`src/rtl/pmu_pkg.sv`:
```
package pmu_pkg;
   // control word A field positions
   localparam int IEN_BASE   = 12;
   localparam int BIT_USER   = 24;
   localparam int BIT_SUPV   = 25;
   localparam int BIT_HYPV   = 26;
   localparam int BIT_FREEZE = 27;
   localparam int BIT_HOLD   = 28;
   localparam int BIT_SMPL   = 29;

   typedef enum logic [1:0] {
      PRIV_USER = 2'd0,
      PRIV_SUPV = 2'd1,
      PRIV_HYPV = 2'd2,
      PRIV_NONE = 2'd3
   } priv_e;
endpackage

```
`src/rtl/pmu_gate.sv`:
```
module pmu_gate
   import pmu_pkg::*;
(
   input  logic [1:0] priv_mode,
   input  logic       en_user,
   input  logic       en_supv,
   input  logic       en_hypv,
   input  logic       freeze,
   input  logic       hold,
   output logic       count_allowed
);
   logic priv_ok;

   always_comb begin
      case (priv_e'(priv_mode))
         PRIV_USER: priv_ok = en_user;
         PRIV_SUPV: priv_ok = en_supv;
         PRIV_HYPV: priv_ok = en_hypv;
         default:   priv_ok = 1'b0;
      endcase
      count_allowed = priv_ok & ~freeze & ~hold;
   end
endmodule

```
`src/rtl/pmu_counter.sv`:
```
module pmu_counter #(
   parameter int CTR_W = 40
) (
   input  logic             clk,
   input  logic             rst_n,
   input  logic             load,
   input  logic [CTR_W-1:0] load_val,
   input  logic             bump,
   output logic [CTR_W-1:0] cnt_q,
   output logic             ovf_rise
);
   localparam int MSB = CTR_W - 1;

   logic [CTR_W-1:0] cnt_inc;

   generate
      if (CTR_W < 2) begin : g_bad_width
         $error("pmu_counter: CTR_W must be at least 2");
      end
   endgenerate

   always_comb begin
      cnt_inc  = cnt_q + CTR_W'(1);
      ovf_rise = bump & ~load & ~cnt_q[MSB] & cnt_inc[MSB];
   end

   always_ff @(posedge clk) begin
      if (!rst_n)    cnt_q <= '0;
      else if (load) cnt_q <= load_val;
      else if (bump) cnt_q <= cnt_inc;
   end

   p_load_wins_r10: assert property (@(posedge clk) disable iff (!rst_n)
      load |=> (cnt_q == $past(load_val)));

   p_idle_holds_r3: assert property (@(posedge clk) disable iff (!rst_n)
      (!load && !bump) |=> $stable(cnt_q));
endmodule

```
`src/rtl/pmu_ctl.sv`:
```
module pmu_ctl
   import pmu_pkg::*;
#(
   parameter int DATA_W = 64,
   parameter int PC_W   = 64
) (
   input  logic              clk,
   input  logic              rst_n,
   input  logic              wr_a,
   input  logic              wr_b,
   input  logic [DATA_W-1:0] wdata,
   input  logic              rfi_strobe,
   input  logic              capture,
   input  logic [PC_W-1:0]   event_pc,
   output logic [DATA_W-1:0] ctl_a_q,
   output logic [DATA_W-1:0] ctl_b_q,
   output logic [PC_W-1:0]   sample_q
);
   logic [DATA_W-1:0] ctl_a_d;

   generate
      if (DATA_W <= BIT_SMPL) begin : g_bad_data
         $error("pmu_ctl: DATA_W too narrow for control fields");
      end
   endgenerate

   always_comb begin
      ctl_a_d = wr_a ? wdata : ctl_a_q;
      if (rfi_strobe) ctl_a_d[BIT_HOLD] = 1'b0;
      if (capture) begin
         ctl_a_d[BIT_HOLD] = 1'b1;
         ctl_a_d[BIT_SMPL] = 1'b1;
      end
   end

   always_ff @(posedge clk) begin
      if (!rst_n) begin
         ctl_a_q  <= '0;
         ctl_b_q  <= '0;
         sample_q <= '0;
      end else begin
         ctl_a_q <= ctl_a_d;
         if (wr_b)    ctl_b_q  <= wdata;
         if (capture) sample_q <= event_pc;
      end
   end

   p_capture_hold_r8: assert property (@(posedge clk) disable iff (!rst_n)
      capture |=> (ctl_a_q[BIT_HOLD] && ctl_a_q[BIT_SMPL] && sample_q == $past(event_pc)));

   p_rfi_release_r9: assert property (@(posedge clk) disable iff (!rst_n)
      (rfi_strobe && !capture) |=> !ctl_a_q[BIT_HOLD]);
endmodule

```
`src/rtl/pmu_counter_unit.sv`:
```
module pmu_counter_unit
   import pmu_pkg::*;
#(
   parameter int NUM_CTR   = 6,
   parameter int CTR_W     = 40,
   parameter int DATA_W    = 64,
   parameter int PC_W      = 64,
   parameter int REG_IDX_W = 4
) (
   input  logic                 clk,
   input  logic                 rst_n,
   input  logic                 reg_wr_en,
   input  logic [REG_IDX_W-1:0] reg_addr,
   input  logic [DATA_W-1:0]    reg_wdata,
   output logic [DATA_W-1:0]    reg_rdata,
   input  logic [NUM_CTR-1:0]   event_pulse,
   input  logic [1:0]           priv_mode,
   input  logic [PC_W-1:0]      event_pc,
   input  logic                 rfi_strobe,
   output logic                 pmi_irq
);
   localparam int IDX_A   = NUM_CTR;
   localparam int IDX_B   = NUM_CTR + 1;
   localparam int IDX_SMP = NUM_CTR + 2;

   generate
      if (NUM_CTR < 1 || NUM_CTR > IEN_BASE) begin : g_bad_num
         $error("pmu_counter_unit: NUM_CTR out of range");
      end
      if ((1 << REG_IDX_W) < NUM_CTR + 3) begin : g_bad_idx
         $error("pmu_counter_unit: REG_IDX_W too small");
      end
      if (CTR_W > DATA_W || PC_W > DATA_W) begin : g_bad_w
         $error("pmu_counter_unit: counter or PC wider than data");
      end
   endgenerate

   logic [DATA_W-1:0]          ctl_a_q, ctl_b_q;
   logic [PC_W-1:0]            sample_q;
   logic                       count_allowed;
   logic [NUM_CTR-1:0]         cnt_en, irq_en, load_vec, bump_vec, rise_vec, top_bits;
   logic [NUM_CTR*CTR_W-1:0]   cnt_flat;
   logic [CTR_W-1:0]           cnt_arr [NUM_CTR];
   logic                       capture;

   assign cnt_en = ctl_a_q[NUM_CTR-1:0];
   assign irq_en = ctl_a_q[IEN_BASE +: NUM_CTR];

   pmu_gate u_gate (
      .priv_mode     (priv_mode),
      .en_user       (ctl_a_q[BIT_USER]),
      .en_supv       (ctl_a_q[BIT_SUPV]),
      .en_hypv       (ctl_a_q[BIT_HYPV]),
      .freeze        (ctl_a_q[BIT_FREEZE]),
      .hold          (ctl_a_q[BIT_HOLD]),
      .count_allowed (count_allowed)
   );

   generate
      for (genvar i = 0; i < NUM_CTR; i++) begin : g_ctr
         assign load_vec[i] = reg_wr_en && (reg_addr == REG_IDX_W'(i));
         assign bump_vec[i] = event_pulse[i] & cnt_en[i] & count_allowed;

         pmu_counter #(.CTR_W(CTR_W)) u_ctr (
            .clk      (clk),
            .rst_n    (rst_n),
            .load     (load_vec[i]),
            .load_val (reg_wdata[CTR_W-1:0]),
            .bump     (bump_vec[i]),
            .cnt_q    (cnt_arr[i]),
            .ovf_rise (rise_vec[i])
         );

         assign top_bits[i]                 = cnt_arr[i][CTR_W-1];
         assign cnt_flat[i*CTR_W +: CTR_W]  = cnt_arr[i];
      end
   endgenerate

   assign capture = |(rise_vec & irq_en);
   assign pmi_irq = |(top_bits & irq_en);

   pmu_ctl #(.DATA_W(DATA_W), .PC_W(PC_W)) u_ctl (
      .clk        (clk),
      .rst_n      (rst_n),
      .wr_a       (reg_wr_en && reg_addr == REG_IDX_W'(IDX_A)),
      .wr_b       (reg_wr_en && reg_addr == REG_IDX_W'(IDX_B)),
      .wdata      (reg_wdata),
      .rfi_strobe (rfi_strobe),
      .capture    (capture),
      .event_pc   (event_pc),
      .ctl_a_q    (ctl_a_q),
      .ctl_b_q    (ctl_b_q),
      .sample_q   (sample_q)
   );

   always_comb begin
      reg_rdata = '0;
      for (int i = 0; i < NUM_CTR; i++)
         if (reg_addr == REG_IDX_W'(i)) reg_rdata = DATA_W'(cnt_arr[i]);
      if (reg_addr == REG_IDX_W'(IDX_A))   reg_rdata = ctl_a_q;
      if (reg_addr == REG_IDX_W'(IDX_B))   reg_rdata = ctl_b_q;
      if (reg_addr == REG_IDX_W'(IDX_SMP)) reg_rdata = DATA_W'(sample_q);
   end

   p_freeze_r5: assert property (@(posedge clk) disable iff (!rst_n)
      (ctl_a_q[BIT_FREEZE] && !reg_wr_en) |=> $stable(cnt_flat));

   p_no_priv_r4: assert property (@(posedge clk) disable iff (!rst_n)
      (priv_mode == 2'd3 && !reg_wr_en) |=> $stable(cnt_flat));

   p_irq_from_count_r7: assert property (@(posedge clk) disable iff (!rst_n)
      ($rose(pmi_irq) && !$past(reg_wr_en)) |-> ctl_a_q[BIT_HOLD]);
endmodule

```
`config.mk`:
```
export PLATFORM = sky130hd
export DESIGN_NAME = pmu_counter_unit
export DESIGN_NICKNAME = d
export VERILOG_FILES = /design/src/rtl/pmu_pkg.sv /design/src/rtl/pmu_gate.sv /design/src/rtl/pmu_counter.sv /design/src/rtl/pmu_ctl.sv /design/src/rtl/pmu_counter_unit.sv
export SDC_FILE = /design/constraint.sdc
export NUM_CORES = 1
export LEC_CHECK = 0
export BUFFER_PORTS_ARGS = -buffer_cell sky130_fd_sc_hd__buf_2
export CAP_MARGIN = 20
export CORE_MARGIN = 4
export CORE_UTILIZATION = 40
export CTS_CLUSTER_DIAMETER = 150
export DETAILED_ROUTE_END_ITERATION = 8
export SLEW_MARGIN = 20
export SYNTH_ARGS = -nofsm -noshare
export SYNTH_HDL_FRONTEND = slang
export SYNTH_HIERARCHICAL = 1
export SYNTH_SLANG_ARGS = --single-unit
```
`constraint.sdc`:
```
create_clock -name clk -period 4.9 [get_ports clk]
set_input_delay 0.98 -clock clk [delete_from_list [all_inputs] [get_ports clk]]
set_output_delay 0.98 -clock clk [all_outputs]
set_load 0.05 [all_outputs]
```
* Word-level counts from Yosys, hierarchy flattened
Index checks and enable logic that the tools add are counted.
Storage, ports and cells: bits of input ports 144, bits in registers 432
Operators by class: muxes and demuxes 25, bitwise logic cells 48, add/sub/neg operators 6, equal/unequal tests 10, reductions and logical operators 20
Operators with widths (number):
- 40-bit 2-to-1 mux | 13
- 64-bit 2-to-1 mux | 8
- 40-bit by 1-bit adder with 40-bit output (second input constant) | 6
- 1-bit bitwise AND | 32
- 30-bit 2-to-1 mux | 1
- 4-bit by 3-bit == test with 1-bit output (second input constant) | 4
- 1-bit NOT | 14
- 2-bit nonzero test | 7
- 6-bit bitwise AND | 2
- 6-bit OR reduction | 2
- 4-bit by 2-bit == test with 1-bit output (second input constant) | 2
- 1-bit logical AND | 8
- 4-bit by 1-bit == test with 1-bit output (second input constant) | 1
- 4-bit == test (second input constant) | 1
- 4-bit zero test | 1
- 1-bit case mux with 3 select lines | 1
- 3-bit nonzero test | 1
- 2-bit by 1-bit == test with 1-bit output (second input constant) | 1
- 2-bit == test (second input constant) | 1
- 2-bit zero test | 1
- 2-bit 2-to-1 mux | 1
- 1-bit 2-to-1 mux | 1

* Logic depth before layout (Yosys ltp)
word-level depth 11, mapped depth 17

* Hierarchy
The synthesis kept the hierarchy.
Modules (own cells, without submodules):
- pmu_counter | times used 6, cells each 276, area each 2364.8 µm²
- pmu_ctl | times used 1, cells each 621, area each 7335.8 µm²
- pmu_counter_unit | times used 1, cells each 547, area each 3901.2 µm²
- pmu_gate | times used 1, cells each 4, area each 35.0 µm²

* Worst setup path after synthesis
Ideal clock, no wire load.
path type input port to output port, start point in reg_addr[3], end point out reg_rdata[30], arrival 2.956 ns, stages 7, path buffers 3, slack 0.964 ns, path through buf_6 or3_1 buf_2 buf_6 o22a_1 a22o_1 a31oi_1
On the way: cells in the longest elaborated chain, start to end 10
Ends and longest elaborated chain:
- start, declared | RTL line pmu_counter_unit.sv:13 | input logic [REG_IDX_W-1:0] reg_addr,
- 4-bit zero test | RTL line pmu_counter_unit.sv:99 | if (reg_addr == REG_IDX_W'(i)) reg_rdata = DATA_W'(cnt_arr[i]);
- 40-bit 2-to-1 mux | RTL line pmu_counter_unit.sv:99
- 64-bit 2-to-1 mux (5 in a row) | RTL line pmu_counter_unit.sv:99
- 64-bit 2-to-1 mux | RTL line pmu_counter_unit.sv:100 | if (reg_addr == REG_IDX_W'(IDX_A)) reg_rdata = ctl_a_q;
- 64-bit 2-to-1 mux | RTL line pmu_counter_unit.sv:101 | if (reg_addr == REG_IDX_W'(IDX_B)) reg_rdata = ctl_b_q;
- 64-bit 2-to-1 mux (*) | RTL line pmu_counter_unit.sv:102 | if (reg_addr == REG_IDX_W'(IDX_SMP)) reg_rdata = DATA_W'(sample_q);
- end, declared | RTL line pmu_counter_unit.sv:15 | output logic [DATA_W-1:0] reg_rdata,
Mark *: on every way between the ends. The rest lies on a longest branch, timed or not.

* Final worst setup path
start point in reg_addr[1], end point out reg_rdata[31]
The elaborated chain is that of the path after synthesis.

==> metrics.yaml <==
status: "finished clean"
avgSynthCellArea_um2: 9.00
p_comb_share_pct: 9.7
ys_seq_area_share_pct: 34.0
wire_per_inst_um: 24.8
synth-simple-area-share_pct: 22.4
synthAdderAreaFrac_pct: 0.295
cp_top_family: "buffers and inverters"
critical_path_class: "input port to primary output"
cts.htree.levels: 2
final.setup_skew_ps: 29.8
fp.dieH_um: 260
post_cts_buffers: 0
rsz0062_at_grt: "false"
detail_route.first_pass.iterations: 7
muxShareOfSynthArea_pct: 10.9
postCtsHoldBufs: 0
cts_tree: "done"
clock_path_buffers: 3
yosys-top-cells-count: "dfxtp_1 (432), mux2i_1 (277), a21oi_1 (210)"
wirelength_um: 94500
synth_fp_nets: 2978
hp-class: "flip-flop to flip-flop"
worst-path-max-fanout: 17
finalSetupTns_ps: 0
synth.most_common_cell: "dfxtp_1"
final_area_um2: 28400
slowest_stage: "or3_1"
core_um2: 63100
critPathArrivalTime_ps: 3460
total_power_mw: 8.07
area_growth_pct: 11.4
ant_nets: 0
dp_hpwl_um: 67600
pwr-share-seq_pct: 45.0
cts_resized: 0
dieArea_um2: 67800
drive_gt1_share_pct: 17.7
crit_top_cell: "buf_2"
p_per_area_nw_per_um2: 285
nets: 3081
synthTopCellsByArea: "dfxtp_1 (34%), mux2i_1 (11%), xnor2_1 (5.8%), nor2b_1 (5.0%), a21oi_1 (4.1%)"
root_buffer: "clkbuf_16"
gp_congestion: 0.952
switching_share_pct: 27.1
synthFlopType: "dfxtp_1"
ir_drop_v: 0.000251
clock_sinks: 432
whs_ps: 517
drt_iter0_markers: 2366
finish.utilization_pct: 45.0
cp.depth: 7
startpoint: "reg_addr[1]"
grt_max_degree: 136
hold_violations: 0
holdPathStages: 2
antenna_found_initial: 7
worstSkewPairLatency_ps: 620
cp_num_buf_inv: 3
ioPinCount: 209
min_period_ps: 4440
maxSlewViolCount: 0
leakage_nw: 9.15
clkSlewWorstSetupHoldPaths_ps: 60
synth_top_family_by_area: "simple AND/OR/NAND/NOR gates"
synthCells: 2828
drcViolationCount: 0
grt_pass1_wl_um: 141000
r2r_cells: 14
overflow: 0
p_int_mw: 5.88
p_sw_mw: 2.19
worst_slew_pin_slew_ps: 1090
max-slew-margin-rel_pct: 27.0
netlist.area_leader.share_pct: 34.0
crit_path_start_kind: "input port"
ys_async_sr_fraction_pct: 0
drv_cap: 0
min-delay-start: "u_ctl/ctl_a_q[39]"
fmax_mhz: 225
numCtsBuffers: 50
max_stage_delay_ps: 670
grt_pass1_vias: 21900
synth_area_leader_cell: "dfxtp_1"
crit_path_end_kind: "primary output"
synth_area_um2: 25500
ys.warnings.count: 6
cp.required_ps: 3920
finalSetupViolCount: 0
synthXorXnorAreaFrac_pct: 8.05
initial_core_util_pct: 40.4
vias: 22800
worstPathCellList: "buf_2, or3_1, buf_4, o22a_1, a22o_1, a31oi_1, buf_2"
port_buffers: 208
track_usage_pct: 26.7
r2r_start: "u_ctl/ctl_a_q[24]"
placed_area_um2: 26800
synth_compound_area_share_pct: 17.6
die_x_um: 260
viasPerCell: 6.00
synth_edf_count: 0
ys_seq_elements: 432
clockPowerShare_pct: 45.3
period_share_pct: 90.6
ys_types: 62
rows: 92
area by class of cell:
| class | count | area (um^2) |
|---|---|---|
| multi-input combinational | 2099 | 15100 |
| timing repair buffer | 264 | 1630 |
| clock inverter | 10 | 93.8 |
| inverter | 84 | 317 |
| antenna | 1 | 2.50 |
| sequential | 432 | 8650 |
| tap | 846 | 1060 |
| clock buffer | 75 | 1470 |
| fill | 6166 | 34700 |
layout by cell type (no fill, tap or decap), types with 47 or more instances in the layout:
master and instances:
dfxtp_1 432, mux2i_1 277, a21oi_1 210, nor2b_1 203, buf_2 203, o21ai_0 190
xnor2_1 168, nor2_1 112, nand2_1 89, nand3_1 85, inv_1 78, xor2_1 66
o22ai_1 58, o21bai_1 56, nor4_2 55, nor3_2 50, clkbuf_16 50, nand4_1 48
buf_4 47
sequential cells by signal, summed over array words and instances, names as in the netlist:
| signal | count |
|---|---|
| g_ctr.u_ctr/cnt_q | 240 |
| u_ctl/ctl_b_q | 64 |
| u_ctl/sample_q | 64 |
| u_ctl/ctl_a_q | 64 |
power groups by stage:
stage / Sequential [mW] / Clock, mW / Combinational (mW)
2_1_floorplan: 3.69 / 0 / 0.454
3_3_place_gp: 3.71 / 0 / 0.762
3_5_place_dp: 3.71 / 0 / 0.767
4_1_cts: 3.63 / 3.71 / 0.770
5_1_grt: 3.64 / 3.84 / 0.818
6_report: 3.63 / 3.65 / 0.781
worst register-to-register path, cell delays in order, from the launching register on:
cell	delay [ps]
dfxtp_1	410
nor2b_1	160
a211oi_1	70
a2111oi_2	360
buf_4	240
and3_1	290
and3_2	260
nand4_4	230
nor4_2	270
nor3b_1	360
a22oi_1	180
nand3_4	140
buf_4	420
mux2i_1	240
nor2b_1	60
kinds of logic after synthesis:
logic type	count (synthesis)
buffers and inverters	297
XOR/XNOR	234
AO/OA/AOI/OAI	716
flip-flops	432
adder cells (fa/ha/maj)	6
multiplexers	278
AND/OR/NAND/NOR	865
stage by stage:
stage	instances	worst slack [ps]
finish	3811	463
global route	3810	466
CTS	3810	505
detailed placement	3725	458
global placement	3725	480
floorplan	2828	964
final timing paths:
path	slack [ps]	end
max	460	reg_rdata[31]
min	520	u_ctl/ctl_a_q[39]
max reg2reg	1110	u_ctl/sample_q[14]
min reg2reg	520	u_ctl/ctl_a_q[39]
per-layer routing:
layer	routed length, um	vias up	global-route usage, %
li1	-	10500	-
met5	20	-	0
met4	4250	2	11.2
met2	40700	1009	39.9
met1	42200	11200	38.1
met3	7340	200	4.62
Note: power is estimated with default switching activity, not from simulation.
